===== config.mk =====
export PLATFORM = sky130hd
export DESIGN_NAME = page_xlate_unit
export DESIGN_NICKNAME = d
export VERILOG_FILES = /design/src/rtl/pxu_pkg.sv /design/src/rtl/pxu_entry.sv /design/src/rtl/pxu_lookup.sv /design/src/rtl/pxu_fault_latch.sv /design/src/rtl/page_xlate_unit.sv
export SDC_FILE = /design/constraint.sdc
export NUM_CORES = 1
export LEC_CHECK = 0
export ABC_AREA = 1
export BUFFER_PORTS_ARGS = -buffer_cell sky130_fd_sc_hd__buf_2
export CAP_MARGIN = 10
export CORE_UTILIZATION = 54
export DETAILED_ROUTE_END_ITERATION = 8
export GPL_TIMING_DRIVEN = 1
export PLACE_DENSITY = 0.77
export SKIP_CTS_REPAIR_TIMING = 1
export SYNTH_ARGS = -nofsm -noshare
export SYNTH_HDL_FRONTEND = slang
export SYNTH_SLANG_ARGS = --single-unit

===== constraint.sdc =====
create_clock -name clk -period 1.85 [get_ports clk]
set_clock_uncertainty 0.15 [all_clocks]
set_input_delay 0.37 -clock clk [delete_from_list [all_inputs] [get_ports clk]]
set_output_delay 0.37 -clock clk [all_outputs]
set_load 0.02 [all_outputs]

===== src/rtl/pxu_pkg.sv =====
`timescale 1ns/1ps
package pxu_pkg;
   typedef enum logic {
      ACC_RD = 1'b0,
      ACC_WR = 1'b1
   } acc_kind_e;

   function automatic logic is_write(input acc_kind_e k);
      return k == ACC_WR;
   endfunction
endpackage


===== src/rtl/pxu_entry.sv =====
`timescale 1ns/1ps
module pxu_entry #(
   parameter int FRAME_W = 3,
   parameter bit KEEP_NC = 1'b1
) (
   input  logic               clk,
   input  logic               rst_n,
   input  logic               ld_hit,
   input  logic [FRAME_W-1:0] ld_frame,
   input  logic               ld_present,
   input  logic               ld_nocache,
   input  logic               acc_hit,
   input  logic               acc_wr,
   input  logic               clr_ref,
   output logic [FRAME_W-1:0] e_frame,
   output logic               e_present,
   output logic               e_ref,
   output logic               e_mod,
   output logic               e_nocache
);
   always_ff @(posedge clk or negedge rst_n) begin
      if (!rst_n) begin
         e_frame   <= '0;
         e_present <= 1'b0;
         e_ref     <= 1'b0;
         e_mod     <= 1'b0;
      end else if (ld_hit) begin
         e_frame   <= ld_frame;
         e_present <= ld_present;
         e_ref     <= 1'b0;
         e_mod     <= 1'b0;
      end else begin
         if (acc_hit) begin
            e_ref <= 1'b1;
            if (acc_wr) e_mod <= 1'b1;
         end else if (clr_ref) begin
            e_ref <= 1'b0;
         end
      end
   end

   generate
      if (KEEP_NC) begin : g_nc
         always_ff @(posedge clk or negedge rst_n) begin
            if (!rst_n)      e_nocache <= 1'b0;
            else if (ld_hit) e_nocache <= ld_nocache;
         end
      end else begin : g_no_nc
         logic unused_nc;
         assign unused_nc = ld_nocache;
         assign e_nocache = 1'b0;
      end
   endgenerate
endmodule


===== src/rtl/pxu_lookup.sv =====
`timescale 1ns/1ps
module pxu_lookup #(
   parameter int VPN_W   = 4,
   parameter int OFS_W   = 12,
   parameter int FRAME_W = 3,
   localparam int N_PAGES = 1 << VPN_W,
   localparam int PA_W    = FRAME_W + OFS_W
) (
   input  logic [N_PAGES-1:0][FRAME_W-1:0] frames,
   input  logic [N_PAGES-1:0]              present,
   input  logic [N_PAGES-1:0]              nocache,
   input  logic                            valid,
   input  logic [VPN_W-1:0]                vpn,
   input  logic [OFS_W-1:0]                ofs,
   output logic [PA_W-1:0]                 paddr,
   output logic                            fault,
   output logic                            hit,
   output logic                            nc
);
   logic sel_present;
   assign sel_present = present[vpn];
   assign hit   = valid & sel_present;
   assign fault = valid & ~sel_present;

   always_comb begin
      if (sel_present) begin
         paddr = {frames[vpn], ofs};
         nc    = nocache[vpn];
      end else begin
         paddr = '0;
         nc    = 1'b0;
      end
   end
endmodule


===== src/rtl/pxu_fault_latch.sv =====
`timescale 1ns/1ps
module pxu_fault_latch
   import pxu_pkg::*;
#(
   parameter int VPN_W = 4
) (
   input  logic             clk,
   input  logic             rst_n,
   input  logic             fault_in,
   input  logic [VPN_W-1:0] vpn_in,
   input  acc_kind_e        kind_in,
   input  logic             clr,
   output logic             pending,
   output logic [VPN_W-1:0] vpn_q,
   output logic             wr_q
);
   logic take;
   assign take = fault_in & (~pending | clr);

   always_ff @(posedge clk or negedge rst_n) begin
      if (!rst_n) begin
         pending <= 1'b0;
         vpn_q   <= '0;
         wr_q    <= 1'b0;
      end else if (take) begin
         pending <= 1'b1;
         vpn_q   <= vpn_in;
         wr_q    <= is_write(kind_in);
      end else if (clr) begin
         pending <= 1'b0;
      end
   end
endmodule


===== src/rtl/page_xlate_unit.sv =====
`timescale 1ns/1ps
module page_xlate_unit
   import pxu_pkg::*;
#(
   parameter int VA_W    = 16,
   parameter int OFS_W   = 12,
   parameter int FRAME_W = 3,
   parameter bit KEEP_NC = 1'b1,
   localparam int VPN_W   = VA_W - OFS_W,
   localparam int N_PAGES = 1 << VPN_W,
   localparam int PA_W    = FRAME_W + OFS_W
) (
   input  logic               clk,
   input  logic               rst_n,
   input  logic               ld_en,
   input  logic [VPN_W-1:0]   ld_vpn,
   input  logic [FRAME_W-1:0] ld_frame,
   input  logic               ld_present,
   input  logic               ld_nocache,
   input  logic               tick_clr_ref,
   input  logic               xl_valid,
   input  logic [VA_W-1:0]    xl_vaddr,
   input  logic               xl_write,
   output logic [PA_W-1:0]    xl_paddr,
   output logic               xl_fault,
   output logic               xl_nocache,
   input  logic               flt_clear,
   output logic               flt_pending,
   output logic [VPN_W-1:0]   flt_vpn,
   output logic               flt_write,
   input  logic [VPN_W-1:0]   peek_vpn,
   output logic [FRAME_W-1:0] peek_frame,
   output logic               peek_present,
   output logic               peek_ref,
   output logic               peek_mod,
   output logic               peek_nocache
);
   generate
      if (VA_W <= OFS_W)   begin : g_bad_va  $error("VA_W must exceed OFS_W");    end
      if (VPN_W > 8)       begin : g_bad_vpn $error("page count too large");      end
      if (FRAME_W < 1)     begin : g_bad_fr  $error("FRAME_W must be positive");  end
      if (OFS_W < 1)       begin : g_bad_of  $error("OFS_W must be positive");    end
   endgenerate

   logic [VPN_W-1:0] acc_vpn;
   logic [OFS_W-1:0] acc_ofs;
   assign acc_vpn = xl_vaddr[VA_W-1:OFS_W];
   assign acc_ofs = xl_vaddr[OFS_W-1:0];

   logic [N_PAGES-1:0][FRAME_W-1:0] frame_vec;
   logic [N_PAGES-1:0] present_vec;
   logic [N_PAGES-1:0] ref_vec;
   logic [N_PAGES-1:0] mod_vec;
   logic [N_PAGES-1:0] nc_vec;
   logic               acc_ok;

   for (genvar i = 0; i < N_PAGES; i++) begin : g_entry
      logic ld_hit_i;
      logic acc_hit_i;
      assign ld_hit_i  = ld_en  && (ld_vpn  == VPN_W'(i));
      assign acc_hit_i = acc_ok && (acc_vpn == VPN_W'(i));
      pxu_entry #(.FRAME_W(FRAME_W), .KEEP_NC(KEEP_NC)) u_ent (
         .clk       (clk),
         .rst_n     (rst_n),
         .ld_hit    (ld_hit_i),
         .ld_frame  (ld_frame),
         .ld_present(ld_present),
         .ld_nocache(ld_nocache),
         .acc_hit   (acc_hit_i),
         .acc_wr    (xl_write),
         .clr_ref   (tick_clr_ref),
         .e_frame   (frame_vec[i]),
         .e_present (present_vec[i]),
         .e_ref     (ref_vec[i]),
         .e_mod     (mod_vec[i]),
         .e_nocache (nc_vec[i])
      );
   end

   pxu_lookup #(.VPN_W(VPN_W), .OFS_W(OFS_W), .FRAME_W(FRAME_W)) u_look (
      .frames (frame_vec),
      .present(present_vec),
      .nocache(nc_vec),
      .valid  (xl_valid),
      .vpn    (acc_vpn),
      .ofs    (acc_ofs),
      .paddr  (xl_paddr),
      .fault  (xl_fault),
      .hit    (acc_ok),
      .nc     (xl_nocache)
   );

   acc_kind_e acc_kind;
   assign acc_kind = xl_write ? ACC_WR : ACC_RD;

   pxu_fault_latch #(.VPN_W(VPN_W)) u_flt (
      .clk     (clk),
      .rst_n   (rst_n),
      .fault_in(xl_fault),
      .vpn_in  (acc_vpn),
      .kind_in (acc_kind),
      .clr     (flt_clear),
      .pending (flt_pending),
      .vpn_q   (flt_vpn),
      .wr_q    (flt_write)
   );

   assign peek_frame   = frame_vec[peek_vpn];
   assign peek_present = present_vec[peek_vpn];
   assign peek_ref     = ref_vec[peek_vpn];
   assign peek_mod     = mod_vec[peek_vpn];
   assign peek_nocache = nc_vec[peek_vpn];
endmodule


==> results of run 1 <==
==> cell usage after synthesis <==
master,count
nor2_2,2
o221ai_1,11
nor2_8,1
inv_2,3
o211ai_1,12
o21ai_1,6
inv_1,104
dfrtp_1,118
a22oi_1,16
buf_8,1
nand2_4,1
a21oi_1,69
buf_2,11
o21ai_0,138
nor3_1,3
clkbuf_1,30
clkbuf_4,1
o22ai_1,5
nand3_1,13
nand2_1,193
buf_6,3
nand2_2,13
nand4_1,16
a21oi_2,10
clkinv_1,8
mux2i_1,12
nor2_4,2
buf_4,1
nor2_1,59
==> stage by stage <==
| stage | power (mW) | setup WS (ns) | instances | TNS, ns | utilization (%) |
|---|---|---|---|---|---|
| 3_3_place_gp | 5.24 | -0.346 | 1109 | -13.80 | 65.8 |
| 2_1_floorplan | 4.55 | -0.0291 | 862 | -0.308 | - |
| 4_1_cts | 8.44 | -0.435 | 1139 | -8.27 | 70.7 |
| 6_report | 8.65 | -0.395 | 1146 | -7.70 | 72.8 |
| 5_1_grt | 9.01 | -0.490 | 1146 | -10.68 | 72.8 |
| 3_5_place_dp | 5.30 | -0.433 | 1109 | -15.34 | 65.8 |
==> metal layers <==
layer  track usage, %  up-vias
met5                0        -
met2             52.0      463
met1             47.0     3215
met3             6.97       65
met4             15.1        0
li1                 -     3100
==> kinds of logic after synthesis <==
| kind of cell | after synthesis | share of synthesized area (%) |
|---|---|---|
| compound gates | 267 | 22.9 |
| buf+inv | 162 | 10.2 |
| flops | 118 | 45.4 |
| mux | 12 | 1.85 |
| simple gates | 303 | 19.6 |
==> critical path: stages <==
cell,delay (ns)
buf_2,0.18
nand2_1,0.12
inv_1,0.14
a22oi_1,0.24
nand2_1,0.08
nand2_1,0.08
nand3_1,0.13
a21oi_2,0.18
nor2_2,0.06
buf_2,0.15
==> registers in the layout, summed over array words and instances, names as in the netlist <==
register and count:
u_flt.pending 1, u_flt.wr_q 1, g_entry.u_ent.e_nocache 16, g_entry.u_ent.e_present 16, g_entry.u_ent.e_mod 16, u_flt.vpn_q 4, g_entry.u_ent.e_frame 48, g_entry.u_ent.e_ref 16
==> power groups by stage <==
stage	Combinational, mW	Sequential, mW	Clock (mW)
6_report	2.07	3.42	3.16
3_3_place_gp	1.82	3.41	0
5_1_grt	2.27	3.47	3.27
3_5_place_dp	1.88	3.42	0
2_1_floorplan	1.18	3.38	0
4_1_cts	1.89	3.39	3.15
==> area by class of cell <==
class	instances	area (um^2)	area share (%)
multi-input cells	582	3010	35.8
flip-flops and latches	118	2950	35.1
repair buffers	158	1270	15.1
clock buffers	27	523	6.21
inverters	115	438	5.20
well taps	143	179	2.13
clock inverters	3	40.0	0.476
==> worst min path at each step <==
stage                     cells after the start                     endpoint
after CTS                                     1   g_entry[4].u_ent.e_present
after floorplan                               0  g_entry[0].u_ent.e_frame[0]
after detailed placement                      1   g_entry[4].u_ent.e_present
after global placement                        1   g_entry[4].u_ent.e_present
final                                         4                u_flt.pending
after global routing                          3  g_entry[15].u_ent.e_present
==> results.json, run 1 <==
{
  "vias": 6843,
  "detailed_place_hpwl_um": 14200,
  "routed_wl_um": 20900,
  "numPortBuffers": 65,
  "met2RoutedLength_um": 9310,
  "grt_pass1_wl_um": 32700,
  "syn_avg_cell_area_um2": 7.54,
  "fin_nets": 1028,
  "chipWidth_um": 112,
  "sw_frac_of_total_pct": 31.1,
  "synth_nets": 898,
  "cts_tree": "built",
  "drtPass1Iterations": 8,
  "dieArea_um2": 12500,
  "netlist_instances": 862,
  "layout_min_cycle_time_ns": 2.25,
  "worstHoldStart": "flt_clear",
  "finalHoldViolCount": 0,
  "wl_per_cell_um": 18.2,
  "clock_latency_ns": 0.42,
  "core_area_um2": 11600,
  "ios": 66,
  "max_slew.worst_pin.slew_ns": 0.430,
  "track_usage_pct": 34.0,
  "final_cell_mix": "190 x nand2_1, 120 x o21ai_0, 118 x dfrtp_1",
  "final_common_cell": "nand2_1",
  "drc": 11,
  "start_kind": "input port",
  "routed_via_density": 5.97,
  "grt_pass1_vias": 6370,
  "cts_max_level": 4,
  "diodes": 0,
  "ir_worst_vdd_v": 0.000655,
  "hold_class": "in2reg",
  "power_density_nw_per_um2": 1030,
  "fin_area_um2": 8420,
  "gp_congestion": 0.926,
  "grt_max_degree": 41,
  "status": "finished with violations",
  "netSwitchingPower_mw": 2.69,
  "p_int_mw": 5.96,
  "drive_gt1_share_pct": 25.4,
  "violations": "design-rule violations, negative setup slack",
  "synth_area_leaders": "dfrtp_1 45%, nand2_1 11%, o21ai_0 11%",
  "setup_viol_count_final": 24,
  "route.met3.wl_um": 2450,
  "rr_endpoint": "g_entry[9].u_ent.e_ref",
  "seqPwrFrac_pct": 39.6,
  "yosys_warnings": 0,
  "slew_viol_final": 0,
  "crit_fanout": 6,
  "ys_types": 29,
  "rr_startpoint": "g_entry[10].u_ent.e_present",
  "clockBufferDepth": 2,
  "rsz0062_at_grt": "yes",
  "synth.top_cell.area_share_pct": 45.4,
  "drt_iter0_markers": 930,
  "timing.hold.ws_ns": 0.123,
  "worstPathRequired_ns": 1.33,
  "cp-startpoint": "xl_vaddr[13]",
  "grt.overflow.total": 0,
  "ys_seq_area_share_pct": 45.4,
  "maxCapViolCount": 0,
  "fp-row-count": 39,
  "cts_buffers": 17,
  "area_growth_pct": 29.4,
  "p_clk_share_pct": 36.5,
  "highest_layer": "met4",
  "combPwrFrac_pct": 23.9,
  "clockRootBuffer": "clkbuf_16",
  "endpoint_kind": "output port",
  "dpl-instance-area_um2": 7610,
  "setup_ws_ns": -0.395,
  "fmax_mhz": 445,
  "drtAntennaViolNets": 0,
  "synth-seq-cells": 118,
  "cts.clk_slew.worst_paths_ns": 0.05,
  "antenna_found_initial": 0,
  "nFillCells": 849,
  "cts_num_sinks": 118,
  "finalCritPeriodShare_pct": 121,
  "synth_area_leader_cell": "dfrtp_1",
  "drt-met1-wl_um": 8510,
  "die_y_um": 112,
  "reg2reg_depth": 13,
  "initial_core_util_pct": 56.2,
  "timing.slew.headroom_pct": 71.3,
  "r2r_slack_ns": 0,
  "cp.arrival_ns": 1.73,
  "path_class": "in2out",
  "syn_area_um2": 6500,
  "cp-endpoint": "xl_paddr[13]",
  "p_leak_nw": 4.06
}
(Power assumes the default switching activity.)
==> run 2: changes to the inputs <==
- PLACE_DENSITY: 0.77 -> not set
- PLACE_DENSITY_LB_ADDON: not set -> 0.1
- SETUP_SLACK_MARGIN: not set -> 0.02
==> results.json, run 2 (synthesis gave the netlist of run 1 again) <==
{
  "status": "finished with violations",
  "violations": "design-rule violations, negative setup slack",
  "setup_viol_count_final": 40,
  "routed_via_density": 5.86,
  "drtPass1Iterations": 7,
  "antenna_found_initial": 0,
  "cts_tree": "built",
  "path_class": "reg2out",
  "fp-row-count": 39,
  "cts.clk_slew.worst_paths_ns": 0.06,
  "clock_latency_ns": 0.42,
  "maxCapViolCount": 0,
  "cts_max_level": 4,
  "multi_input_area_um2": 3020,
  "p_leak_nw": 4.21,
  "fin_tns_setup_ns": -12.45,
  "routed_wl_um": 22800,
  "max_slew.worst_pin.slew_ns": 0.590,
  "drtAntennaViolNets": 0,
  "dieArea_um2": 12500,
  "total_power_mw": 9.18,
  "core_area_um2": 11600,
  "wl_per_cell_um": 19.6,
  "grt_pass1_vias": 6370,
  "drt_iter0_markers": 831,
  "grt_pass1_wl_um": 34100,
  "final_cell_mix": "182 x nand2_1, 123 x o21ai_0, 118 x dfrtp_1",
  "clockBufferDepth": 2,
  "regArea_um2": 2950,
  "worstPathRequired_ns": 1.33,
  "cp.arrival_ns": 1.83,
  "fmax_mhz": 426,
  "regMostFlops": "g_entry.u_ent.e_frame",
  "crit_path_max_incr_delay_ns": 0.40,
  "nFillCells": 837,
  "track_usage_pct": 36.7,
  "finalCritPeriodShare_pct": 127,
  "numPortBuffers": 65,
  "clockRootBuffer": "clkbuf_16",
  "diodes": 0,
  "ir_worst_vdd_v": 0.000805,
  "detailed_place_hpwl_um": 15700,
  "fin_nets": 1043,
  "setup_ws_ns": -0.497,
  "chipWidth_um": 112,
  "power_density_nw_per_um2": 1060,
  "start_kind": "flop",
  "slew_viol_final": 0,
  "vias": 6815,
  "largest_register_ffs": 48,
  "area_growth_pct": 33.3,
  "crit_fanout": 8,
  "endpoint_kind": "output port",
  "crit_chain": "nand2_1 -> nand2_2 -> nand2_2 -> nand2_1 -> nand2_1 -> nand2_2 -> nor2_4 -> clkbuf_16 -> nor2_1 -> buf_2",
  "finalHoldViolCount": 0,
  "grt.overflow.total": 0,
  "final_common_cell": "nand2_1",
  "rsz0062_at_grt": "yes",
  "cpMaxStageDelayCell": "dfrtp_1",
  "drive_gt1_share_pct": 27.1,
  "cts_buffers": 17,
  "gp_congestion": 0.950,
  "cts_num_sinks": 118,
  "hold_class": "in2reg",
  "ios": 66,
  "fin_area_um2": 8660,
  "grt_max_degree": 54,
  "timing.slew.headroom_pct": 60.6,
  "initial_core_util_pct": 56.2,
  "drc": 9,
  "layout_min_cycle_time_ns": 2.35,
  "die_y_um": 112,
  "dpl-instance-area_um2": 7660
}
==> run 2: cell types whose count changed in the layout (fill, tap and decap cells not counted), moves of 4 or more <==
cell      delta
buf_4       +14
nand2_1      -8
buf_6        +6
buf_2        -5
a21oi_1      +4
a21oi_2      -4
clkbuf_1     -4
clkbuf_8     -4
clkinv_4     +4
nand2_2      +4
nand2_4      +4
o21ai_1      -4
==> run 2: layout make-up <==
| class | count | share of cell area (%) |
|---|---|---|
| Sequential cell | 118 | 34.1 |
| Inverter | 115 | 5.10 |
| Clock buffer | 19 | 5.23 |
| Clock inverter | 13 | 1.98 |
| Tap cell | 143 | 2.07 |
| Timing Repair Buffer | 173 | 16.7 |
| Multi-Input combinational cell | 582 | 34.8 |
==> run 2: final timing paths <==
path                                           endpoint  cells after the start                         from  slack [ns]
hold / removal               g_entry[1].u_ent.e_present                      3                   ld_present        0.13
hold reg to reg                              u_flt.wr_q                      2                   u_flt.wr_q        0.32
setup / recovery                            xl_paddr[4]                     10   g_entry[3].u_ent.e_present       -0.50
min in group asynchronous   g_entry[14].u_ent.e_nocache                      2                        rst_n        0.27
setup reg to reg                 g_entry[3].u_ent.e_ref                     14  g_entry[10].u_ent.e_present       -0.19
max in group asynchronous  g_entry[12].u_ent.e_frame[0]                      3                        rst_n        0.68
==> run 2: report_power, final <==
group / internal, mW / switching (mW) / total (mW)
clock: 2.20 / 1.24 / 3.44
sequential: 3.09 / 0.376 / 3.47
combinational: 0.953 / 1.32 / 2.27
total: 6.25 / 2.93 / 9.18
==> run 2: routing by layer <==
metal  GRT usage, %  part of all wire [%]  up-vias
met5              0                     0        -
met4           13.1                   2.3        0
met3           11.2                    12       53
met2           51.6                    43      436
met1           53.3                    43     3195
li1               -                     -     3131
==> run 2: critical path: cells and delay by family (launching register included) <==
| kind | cells | cell delay, ns |
|---|---|---|
| DFF | 1 | 0.40 |
| buffers and inverters | 2 | 0.34 |
| and+or+nand+nor | 8 | 0.65 |
==> run 2: per-stage QoR <==
stage	worst slack (ns)	instances	hold WS [ns]	utilization, %
6_report	-0.497	1163	0.126	74.9
5_1_grt	-0.572	1163	0.146	74.9
4_1_cts	-0.467	1150	-0.277	71.6
3_5_place_dp	-0.354	1118	0.178	66.2
3_3_place_gp	-0.321	1118	0.173	66.2
2_1_floorplan	-0.0248	862	-0.0756	-
